===== src/rtl/sfb_pkg.sv =====
package sfb_pkg;
  // Bank geometry
  parameter int SEQ_N   = 4;
  parameter int DEPTH   = 16;
  parameter int PTR_W   = $clog2(DEPTH);
  parameter int SMP_W   = 10;
  parameter int EVSEL_W = 4;
  parameter int ADDR_W  = 8;
  parameter int DATA_W  = 32;
  parameter int STRIDE_LG = 5;

  // Status word layout
  parameter int ST_RD_LSB = 0;
  parameter int ST_WR_LSB = 4;
  parameter int ST_EMPTY  = 8;
  parameter int ST_FULL   = 12;

  // Noise generator
  parameter logic [31:0] NOISE_MUL = 32'd314159;
  parameter logic [31:0] NOISE_INC = 32'd1;
  parameter int NOISE_LSB = 16;
  parameter int NOISE_BITS = 3;
  parameter logic [SMP_W-1:0] SAMPLE_BASE = SMP_W'(10'h200);
  parameter logic [EVSEL_W-1:0] TRIG_CODE = EVSEL_W'(5);

  // Register map
  parameter logic [ADDR_W-1:0] ENA_ADDR  = 8'h00;
  parameter logic [ADDR_W-1:0] EVS_ADDR  = 8'h04;
  parameter logic [ADDR_W-1:0] MSK_ADDR  = 8'h08;
  parameter logic [ADDR_W-1:0] RAW_ADDR  = 8'h0C;
  parameter logic [ADDR_W-1:0] OVF_ADDR  = 8'h10;
  parameter logic [ADDR_W-1:0] UNF_ADDR  = 8'h14;
  parameter logic [ADDR_W-1:0] SEQ_BASE  = 8'h40;
  parameter logic [STRIDE_LG-1:0] MUX_OFF  = 5'h00;
  parameter logic [STRIDE_LG-1:0] CTL_OFF  = 5'h04;
  parameter logic [STRIDE_LG-1:0] POP_OFF  = 5'h08;
  parameter logic [STRIDE_LG-1:0] STAT_OFF = 5'h0C;
  parameter logic [DATA_W-1:0] MUX_KEEP = 32'h3333_3333;

  // Control to datapath strobes
  typedef struct packed {
    logic [SEQ_N-1:0]            push;
    logic [SEQ_N-1:0]            pop;
    logic [SEQ_N-1:0][SMP_W-1:0] sample;
  } laneCmd_t;

  // Datapath to control events
  typedef struct packed {
    logic [SEQ_N-1:0] ovf;
    logic [SEQ_N-1:0] unf;
  } laneEvt_t;
endpackage


===== src/rtl/sfb_datapath.sv =====
module sfb_datapath
  import sfb_pkg::*;
(
  input  logic                          clk,
  input  logic                          rstN,
  input  laneCmd_t                      cmd,
  output laneEvt_t                      evt,
  output logic [SEQ_N-1:0][DATA_W-1:0]  stat,
  output logic [SEQ_N-1:0][SMP_W-1:0]   popData
);
  logic [SEQ_N-1:0] ovfV;
  logic [SEQ_N-1:0] unfV;

  for (genvar g = 0; g < SEQ_N; g++) begin : g_lane
    logic [SMP_W-1:0] mem [DEPTH];
    logic [PTR_W-1:0] head, tail, headN, tailN;
    logic empty, full, emptyN, fullN;
    logic wrEn, ovfEvt, unfEvt;

    // Pop is evaluated first, the capture sees the post-pop state
    always_comb begin
      headN  = head;
      tailN  = tail;
      emptyN = empty;
      fullN  = full;
      wrEn   = 1'b0;
      ovfEvt = 1'b0;
      unfEvt = 1'b0;
      if (cmd.pop[g]) begin
        if (empty) begin
          unfEvt = 1'b1;
        end else begin
          tailN  = tail + PTR_W'(1);
          fullN  = 1'b0;
          emptyN = (tailN == head);
        end
      end
      if (cmd.push[g]) begin
        if (fullN) begin
          ovfEvt = 1'b1;
        end else begin
          wrEn   = 1'b1;
          headN  = head + PTR_W'(1);
          emptyN = 1'b0;
          fullN  = (headN == tailN);
        end
      end
    end

    always_ff @(posedge clk or negedge rstN) begin
      if (!rstN) begin
        head  <= '0;
        tail  <= '0;
        empty <= 1'b1;
        full  <= 1'b0;
      end else begin
        head  <= headN;
        tail  <= tailN;
        empty <= emptyN;
        full  <= fullN;
      end
    end

    always_ff @(posedge clk) begin
      if (wrEn) mem[head] <= cmd.sample[g];
    end

    assign popData[g] = mem[tail];
    assign ovfV[g]    = ovfEvt;
    assign unfV[g]    = unfEvt;

    always_comb begin
      stat[g] = '0;
      stat[g][ST_RD_LSB +: PTR_W] = tail;
      stat[g][ST_WR_LSB +: PTR_W] = head;
      stat[g][ST_EMPTY]           = empty;
      stat[g][ST_FULL]            = full;
    end
  end

  assign evt.ovf = ovfV;
  assign evt.unf = unfV;
endmodule


===== src/rtl/sfb_ctrl.sv =====
module sfb_ctrl
  import sfb_pkg::*;
(
  input  logic                          clk,
  input  logic                          rstN,
  input  logic                          busWr,
  input  logic                          busRd,
  input  logic [ADDR_W-1:0]             busAddr,
  input  logic [DATA_W-1:0]             busWData,
  input  logic                          trigPulse,
  input  laneEvt_t                      evt,
  input  logic [SEQ_N-1:0][DATA_W-1:0]  stat,
  input  logic [SEQ_N-1:0][SMP_W-1:0]   popData,
  output laneCmd_t                      cmd,
  output logic [DATA_W-1:0]             busRData,
  output logic [SEQ_N-1:0]              irq
);
  localparam int SEL_W  = (SEQ_N > 1) ? $clog2(SEQ_N) : 1;
  localparam int EVS_W  = SEQ_N * EVSEL_W;
  localparam int SPAN   = SEQ_N << STRIDE_LG;

  logic [SEQ_N-1:0]           enaQ, mskQ, rawQ, ovfQ, unfQ;
  logic [EVS_W-1:0]           evsQ;
  logic [31:0]                noiseQ, noiseD;
  logic [SEQ_N-1:0][DATA_W-1:0] muxQ, ctlQ;
  logic [DATA_W-1:0]          rdDataQ, rdNext;

  logic [ADDR_W-1:0]    offs;
  logic                 inSeq;
  logic [SEL_W-1:0]     seqIdx;
  logic [STRIDE_LG-1:0] sub;
  logic [SEQ_N-1:0]     rawClr, ovfClr, unfClr;

  // Address decode
  always_comb begin
    offs   = busAddr - SEQ_BASE;
    inSeq  = (busAddr >= SEQ_BASE) && (32'(offs) < SPAN);
    seqIdx = offs[STRIDE_LG +: SEL_W];
    sub    = offs[STRIDE_LG-1:0];
  end

  // Trigger qualification and chained noise update, lowest index first
  always_comb begin
    logic [31:0] nz;
    nz  = noiseQ;
    cmd = '0;
    for (int n = 0; n < SEQ_N; n++) begin
      if (trigPulse && enaQ[n] &&
          evsQ[n*EVSEL_W +: EVSEL_W] == TRIG_CODE) begin
        nz = nz * NOISE_MUL + NOISE_INC;
        cmd.push[n]   = 1'b1;
        cmd.sample[n] = SAMPLE_BASE + SMP_W'(nz[NOISE_LSB +: NOISE_BITS]);
      end
    end
    noiseD = nz;
    if (busRd && inSeq && sub == POP_OFF) cmd.pop[seqIdx] = 1'b1;
  end

  // Write-one-to-clear masks
  always_comb begin
    rawClr = '0;
    ovfClr = '0;
    unfClr = '0;
    if (busWr) begin
      if (busAddr == RAW_ADDR) rawClr = busWData[SEQ_N-1:0];
      if (busAddr == OVF_ADDR) ovfClr = busWData[SEQ_N-1:0];
      if (busAddr == UNF_ADDR) unfClr = busWData[SEQ_N-1:0];
    end
  end

  // Read multiplexer
  always_comb begin
    rdNext = '0;
    if (inSeq) begin
      case (sub)
        MUX_OFF:  rdNext = muxQ[seqIdx];
        CTL_OFF:  rdNext = ctlQ[seqIdx];
        POP_OFF:  rdNext = DATA_W'(popData[seqIdx]);
        STAT_OFF: rdNext = stat[seqIdx];
        default:  rdNext = '0;
      endcase
    end else begin
      case (busAddr)
        ENA_ADDR: rdNext = DATA_W'(enaQ);
        EVS_ADDR: rdNext = DATA_W'(evsQ);
        MSK_ADDR: rdNext = DATA_W'(mskQ);
        RAW_ADDR: rdNext = DATA_W'(rawQ);
        OVF_ADDR: rdNext = DATA_W'(ovfQ);
        UNF_ADDR: rdNext = DATA_W'(unfQ);
        default:  rdNext = '0;
      endcase
    end
  end

  always_ff @(posedge clk or negedge rstN) begin
    if (!rstN) begin
      enaQ    <= '0;
      mskQ    <= '0;
      rawQ    <= '0;
      ovfQ    <= '0;
      unfQ    <= '0;
      evsQ    <= '0;
      noiseQ  <= '0;
      muxQ    <= '0;
      ctlQ    <= '0;
      rdDataQ <= '0;
    end else begin
      noiseQ <= noiseD;
      rawQ   <= (rawQ & ~rawClr) | cmd.push;
      ovfQ   <= (ovfQ & ~ovfClr) | evt.ovf;
      unfQ   <= (unfQ & ~unfClr) | evt.unf;
      if (busWr) begin
        if (busAddr == ENA_ADDR) enaQ <= busWData[SEQ_N-1:0];
        if (busAddr == EVS_ADDR) evsQ <= busWData[EVS_W-1:0];
        if (busAddr == MSK_ADDR) mskQ <= busWData[SEQ_N-1:0];
        if (inSeq && sub == MUX_OFF) muxQ[seqIdx] <= busWData & MUX_KEEP;
        if (inSeq && sub == CTL_OFF) ctlQ[seqIdx] <= busWData;
      end
      if (busRd) rdDataQ <= rdNext;
    end
  end

  assign busRData = rdDataQ;
  assign irq      = rawQ & mskQ;
endmodule


===== src/rtl/sample_fifo_bank.sv =====
module sample_fifo_bank
  import sfb_pkg::*;
(
  input  logic              clk,
  input  logic              rstN,
  input  logic              busWr,
  input  logic              busRd,
  input  logic [7:0]        busAddr,
  input  logic [31:0]       busWData,
  input  logic              trigPulse,
  output logic [31:0]       busRData,
  output logic [3:0]        irq
);
  laneCmd_t                     cmd;
  laneEvt_t                     evt;
  logic [SEQ_N-1:0][DATA_W-1:0] stat;
  logic [SEQ_N-1:0][SMP_W-1:0]  popData;

  sfb_ctrl u_ctrl (
    .clk(clk), .rstN(rstN),
    .busWr(busWr), .busRd(busRd), .busAddr(busAddr), .busWData(busWData),
    .trigPulse(trigPulse),
    .evt(evt), .stat(stat), .popData(popData),
    .cmd(cmd), .busRData(busRData), .irq(irq)
  );

  sfb_datapath u_dp (
    .clk(clk), .rstN(rstN),
    .cmd(cmd), .evt(evt), .stat(stat), .popData(popData)
  );
endmodule


===== config.mk =====
export PLATFORM = sky130hd
export DESIGN_NAME = sample_fifo_bank
export DESIGN_NICKNAME = d
export VERILOG_FILES = /design/src/rtl/sfb_pkg.sv /design/src/rtl/sfb_datapath.sv /design/src/rtl/sfb_ctrl.sv /design/src/rtl/sample_fifo_bank.sv
export SDC_FILE = /design/constraint.sdc
export NUM_CORES = 2
export LEC_CHECK = 0
export CAP_MARGIN = 20
export CORE_MARGIN = 8
export CORE_UTILIZATION = 58
export DETAILED_ROUTE_END_ITERATION = 10
export GPL_TIMING_DRIVEN = 0
export PLACE_DENSITY = 0.88
export SETUP_SLACK_MARGIN = 0.5
export SLEW_MARGIN = 20
export SYNTH_ARGS = -nofsm -noshare
export SYNTH_HDL_FRONTEND = slang
export SYNTH_SLANG_ARGS = --single-unit

===== constraint.sdc =====
create_clock -name clk -period 19.4 [get_ports clk]
set_input_delay 2.91 -clock clk [delete_from_list [all_inputs] [get_ports clk]]
set_output_delay 2.91 -clock clk [all_outputs]
set_load 0.1 [all_outputs]

== Word-level counts from Yosys, hierarchy flattened ==
Memory sizes are Yosys's and may differ from the RTL's.
Cells that the tools add are included.
Word-level totals
  register bits after elaboration: 396
  bits in latches: 0
  memory bits (writable): 640
  memory bits (read-only): 0
  output and inout port bits: 36
  logic and storage cells: 228
  memories kept: 4
Memories
  u_dp.g_lane[0].mem: words 16, width 10, rd ports 1, clocked after memory_dff 0, write ports 1, RTL line sfb_datapath.sv:15  | logic [SMP_W-1:0] mem [DEPTH];
  u_dp.g_lane[1].mem: words 16, width 10, rd ports 1, clocked after memory_dff 0, write ports 1, RTL line sfb_datapath.sv:15
  u_dp.g_lane[2].mem: words 16, width 10, rd ports 1, clocked after memory_dff 0, write ports 1, RTL line sfb_datapath.sv:15
  u_dp.g_lane[3].mem: words 16, width 10, rd ports 1, clocked after memory_dff 0, write ports 1, RTL line sfb_datapath.sv:15
Cells by class
  add/sub/neg operators: 17
  multiply operators: 4
  div/mod/pow operators: 0
  $lt $le $gt $ge: 4
  eq/ne operators: 20
  shifts and indexed selects: 0
  muxes and demuxes: 108
  bitwise logic cells: 14
  reductions and logical operators: 25
Operators with widths (number)
  32-bit 2-to-1 mux: 9
  128-bit bitwise mux: 2
  32-bit binary-select mux with 2-bit select: 3
  32-bit by 1-bit adder with 32-bit output, second input constant: 4
  32-bit by 19-bit multiplier with 32-bit output, second input constant: 4
  32-bit case mux with 4 select lines: 1
  16-bit case mux with 6 select lines: 1
  1-bit 2-to-1 mux: 69
  32-bit demux with 2-bit select: 1
  4-bit 2-to-1 mux: 15
  10-bit 2-to-1 mux: 5
  10-bit by 3-bit adder with 10-bit output, first input constant: 4
  4-bit by 1-bit adder with 4-bit output, second input constant: 8
  4-bit equality test: 8
  10-bit binary-select mux with 2-bit select: 1
  2-bit AND reduction: 9
  4-bit AND: 4
  4-bit by 3-bit equality test with 1-bit output, second input constant: 4
  8-bit by 4-bit equality test with 1-bit output, second input constant: 2
  8-bit by 5-bit equality test with 1-bit output, second input constant: 2
  1-bit logical AND: 14
  4-bit inverter: 3
  4-bit OR: 3
  5-bit by 4-bit equality test with 1-bit output, second input constant: 2
  11 further kinds: 14

== Logic depth before layout (Yosys ltp) ==
  word-level depth: 13
  depth in mapped cells: 76

== Modules after synthesis ==
A second synthesis with hierarchy kept.
Unflattened totals
  cells, all modules: 4004
  area, all modules: 56736.9 µm²
Modules (own cells, without submodules)
  sfb_ctrl: instances 1, cells an instance 2599, area each 28406.0 µm², seq. area each 6981.7 µm²
  sfb_datapath: instances 1, cells an instance 1405, area each 28330.9 µm², seq. area each 20224.4 µm²

== Worst setup path after synthesis ==
Ideal clock, no wire load.
  path type: input-to-reg
  start: input port trigPulse
  end: memory u_dp.g_lane[3].mem[0][2], data pin
  data arrival time: 17984 ps
  data required time: 19123 ps
  path slack: 1139 ps
  cell stages on the path: 61
  cells stage by stage: and4b_1 nand3b_4 inv_2 buf_1 o21ai_0 fa_1 ha_1 inv_1 fa_1 inv_1 ha_1 ha_1 fa_1 ha_1 nand2_1 o21ai_0 o21ai_0 a21boi_0 (+25 left out) inv_1 fa_1 fa_1 inv_1 fa_1 inv_1 ha_1 o21ai_0 nand2b_1 and3_1 o21a_1 a221oi_1 a21o_1 xnor2_1 xnor2_1 xnor3_1 xnor3_1 nor2_1
RTL lines
  start, declared: RTL line sample_fifo_bank.sv:10  | input logic trigPulse,
  end, declared: RTL line sfb_datapath.sv:15

==> reports/qor.txt <==
RSZ-0062 raised after global routing = false
Vias post-DR = 26700
Chip width = 278 um
Worst reg2reg path endpoint = u_dp.g_lane[3].mem[1][2]$_DFFE_PP_
TritonCTS Buffers = 51
Overall power = 2.78 mW
EDFF count, synth = 256
Combinational share of power = 0.150
Vias in the first global route = 28000
Synth Net Count = 3840
PortBufs = 76
Clock Skew = 0.0265 ns
Global-route wire length before repair = 157000 um
Startpoint types = flop
Core area = 68200 um2
Syn Std Cell Area = 39700 um2
Die area = 77100 um2
Congestion Overflow GR = 0
Final period utilization = 0.971
Worst Path Max Fanout = 8
Post-Place Setup Slack = -2.51 ns
CP Class = reg2reg
Syn-to-layout area delta = 12.3%
Nets = 4049
Seq pwr share = 0.471
Net Sw Frac = 0.257
Synth Warn # = 0
1st-iter DRT viols = 2942
GP Congestion = 0.910
Sink Count = 575
# hold bufs at CTS = 0
DR vias/cell = 6.18
Peak VDD IR = 0.0653 mV
CTS Buffer Depth = 3
Detail Route Antenna Nets = 0
Pin count of the biggest net entering global routing = 102
Seq/Total Area, Yosys = 0.395
Int Power = 2.07 mW
CTS tree = yes
Crit path largest cell delay = 0.56 ns
Status = finished, final reports clean
R2R depth = 73
Critical path's slowest cell = fa_1
Rows = 96
Reg-to-Reg Start = u_ctrl.noiseQ[3]$_DFF_PN0_
Hold Crit Class = reg2reg
DR WL/cell = 23.6 um
Root Driver = clkbuf_16
F_max = 53.1 MHz
Top sig layer = met5
Worst Setup EP = u_dp.g_lane[3].mem[1][2]$_DFFE_PP_
Met3 routed wirelength = 8510 um
Die outline height = 278 um
#FFs+latches synth = 575
Fin crit period = 18.84 ns
Ports = 81
Synth unique cells = 77
Initial antenna violation count = 2
DR WL met2 = 50500 um
Crit path from = u_ctrl.noiseQ[3]$_DFF_PN0_
Final WL = 102000 um
Mean Syn Cell Area = 12.4 um2
Final core area utilization = 0.653
Wl on met1 = 38100 um
Mapped Cells = 3190
Drt drc = 0
Share of layout cells above drive strength 1 = 0.194
CP endpoint kind = flop
Sw power = 713 uW
CP arrival = 19.16 ns
Most used cell, CP = fa_1
Worst relative slew slack = 0.227
Post-synth top flop = dfrtp_1
Final Hold Vio Count = 0
Worst Tran Pin Value = 1.16 ns
Crit path required time = 19.73 ns
Worst-Skew Late Latency = 0.59 ns
Setup slack, reg-to-reg = 0.56 ns
GRT Util Overall = 0.256
FFs w/ async S/R, synth = 0.555
DP Wirelength = 72600 um
First-pass DRT Iterations = 6
Setup violations, final = 0
Pwr per Cell Area = 62.3 nW/um2
P_leak = 20.9 nW
Htree depth = 2
Setup ws final = 0.563 ns
MaxCap Viol Count = 0
Setup TNS = 0 ns
Clk network pwr share = 0.379
Clk slew on worst S/H paths = 0.06 ns
Initial Utilization = 0.582
Pins Over Slew Limit = 0
## cell type report
type,instances,area (um2)
Tap cell,882,1100
Buffer,104,423
Inverter,576,2190
Fill cell,4361,23600
Antenna cell,1,2.50
Sequential cell,575,15700
Timing Repair Buffer,156,1460
Clock buffer,63,1380
Multi-Input combinational cell,1935,22000
Clock inverter,31,342
## state kept, by name, indices dropped and copies added, names as in the netlist, 16 cells and up, named ones only
name              count
u_dp.g_lane.mem     256
u_dp.g_lane.head     16
u_ctrl.evsQ          16
u_ctrl.busRData      32
u_ctrl.muxQ          64
u_ctrl.ctlQ         128
u_ctrl.noiseQ        19
u_dp.g_lane.tail     16
## critical path: cells and delay by family (launching register included)
family	cells	cell delay, ns
AOI/OAI and AO/OA	9	1.20
xor gates and xnor gates	13	2.72
adders and majority gates	27	11.28
buffers and inverters	17	1.34
DFF	1	0.50
muxes	1	0.23
and+or+nand+nor	6	1.25
## repair_timing
action / in CTS / in global routing
setup buffers: 10 / 61
gates cloned: 0 / 1
resized for setup: 61 / 85
pin swaps: 4 / 33
endpoints found under the setup margin: 53 / 51
## per-layer routing
layer,GRT usage,vias up
met3,0.0502,383
met2,0.432,1492
li1,-,11300
met4,0.115,2
met1,0.319,13500
met5,0,-
## kinds of logic (layout without fill, tap and decap cells)
logic type               count (synthesis)  in the layout  share of synthesized area
buffers and inverters                  680            930                     0.0644
adder cells (fa/ha/maj)                605            605                      0.241
flip-flops                             575            575                      0.395
multiplexers                           391            391                      0.151
AND/OR/NAND/NOR                        387            387                     0.0448
AO/OA/AOI/OAI                          340            340                     0.0547
XOR/XNOR                               212            212                     0.0493
other                                    0              1                          0
## metrics by stage
| step | instance area [um2] | std cells | hold WS (ns) |
|---|---|---|---|
| 2_1_floorplan | 39700 | 3190 | 0.464 |
| 6_report | 44600 | 4323 | 0.502 |
| 3_5_place_dp | 41700 | 4156 | 0.491 |
| 3_3_place_gp | 41600 | 4148 | 0.483 |
| 4_1_cts | 43700 | 4260 | 0.507 |
| 5_1_grt | 44600 | 4323 | 0.519 |
## worst min-delay path by stage
stage | from | to | cells after the start
final | u_ctrl.ctlQ[57]$_DFFE_PN0P_ | u_ctrl.ctlQ[57]$_DFFE_PN0P_ | 1
after global routing | u_ctrl.ctlQ[15]$_DFFE_PN0P_ | u_ctrl.ctlQ[15]$_DFFE_PN0P_ | 1
after detailed placement | u_ctrl.ctlQ[9]$_DFFE_PN0P_ | u_ctrl.ctlQ[9]$_DFFE_PN0P_ | 1
after CTS | u_ctrl.ctlQ[38]$_DFFE_PN0P_ | u_ctrl.ctlQ[38]$_DFFE_PN0P_ | 1
after global placement | u_ctrl.ctlQ[12]$_DFFE_PN0P_ | u_ctrl.ctlQ[12]$_DFFE_PN0P_ | 1
after floorplan | flop | flop | 2
## cell usage in the layout, fill, tap and decap left out, drive strengths merged, types with 8 or more instances in the layout
cell type        n
xor2            51
and2            10
nand3           34
nor2           128
nand2          117
buf            108
o22ai           17
clkdlybuf4s50   75
o21ai           92
nor3            35
nand4           11
xnor2          158
edfxtp         256
a21o            29
a22oi           15
mux2i           21
fa             266
o21a            14
a21oi           86
mux2           228
clkbuf         140
nand2b          19
o211ai           8
mux4           142
inv            571
ha             339
dfrtp          315
o21bai           8
clkinv          24
a211oi           8
a31oi           16
## cell usage after synthesis, drive strengths merged, types with 8 or more instances
master	n	area, um2
nand2b	19	119
mux2i	21	223
a21oi	86	445
nand3	34	175
nor3	35	180
mux4	142	3200
nand2	117	442
ha	339	4240
a21o	29	225
nand4	11	68.8
mux2	228	2570
o211ai	8	65.1
inv	574	2150
o21a	14	105
edfxtp	256	7690
a22oi	15	113
o21bai	8	60.1
o21ai	92	464
buf	27	106
fa	266	5330
nor2	128	480
clkbuf	77	289
and2	10	62.6
o22ai	17	106
a31oi	16	100
dfrtp	315	7880
xor2	51	454
xnor2	158	1440
a211oi	8	60.1
## power groups by stage
| stage | clock (mW) | sequential, mW | combinational, mW |
|---|---|---|---|
| 6_report | 1.05 | 1.31 | 0.417 |
| 5_1_grt | 1.10 | 1.31 | 0.451 |
| 4_1_cts | 1.06 | 1.31 | 0.386 |
| 3_5_place_dp | 0 | 1.33 | 0.376 |
| 3_3_place_gp | 0 | 1.33 | 0.361 |
| 2_1_floorplan | 0 | 1.35 | 0.248 |
Note: power is estimated with default switching activity, not from simulation.
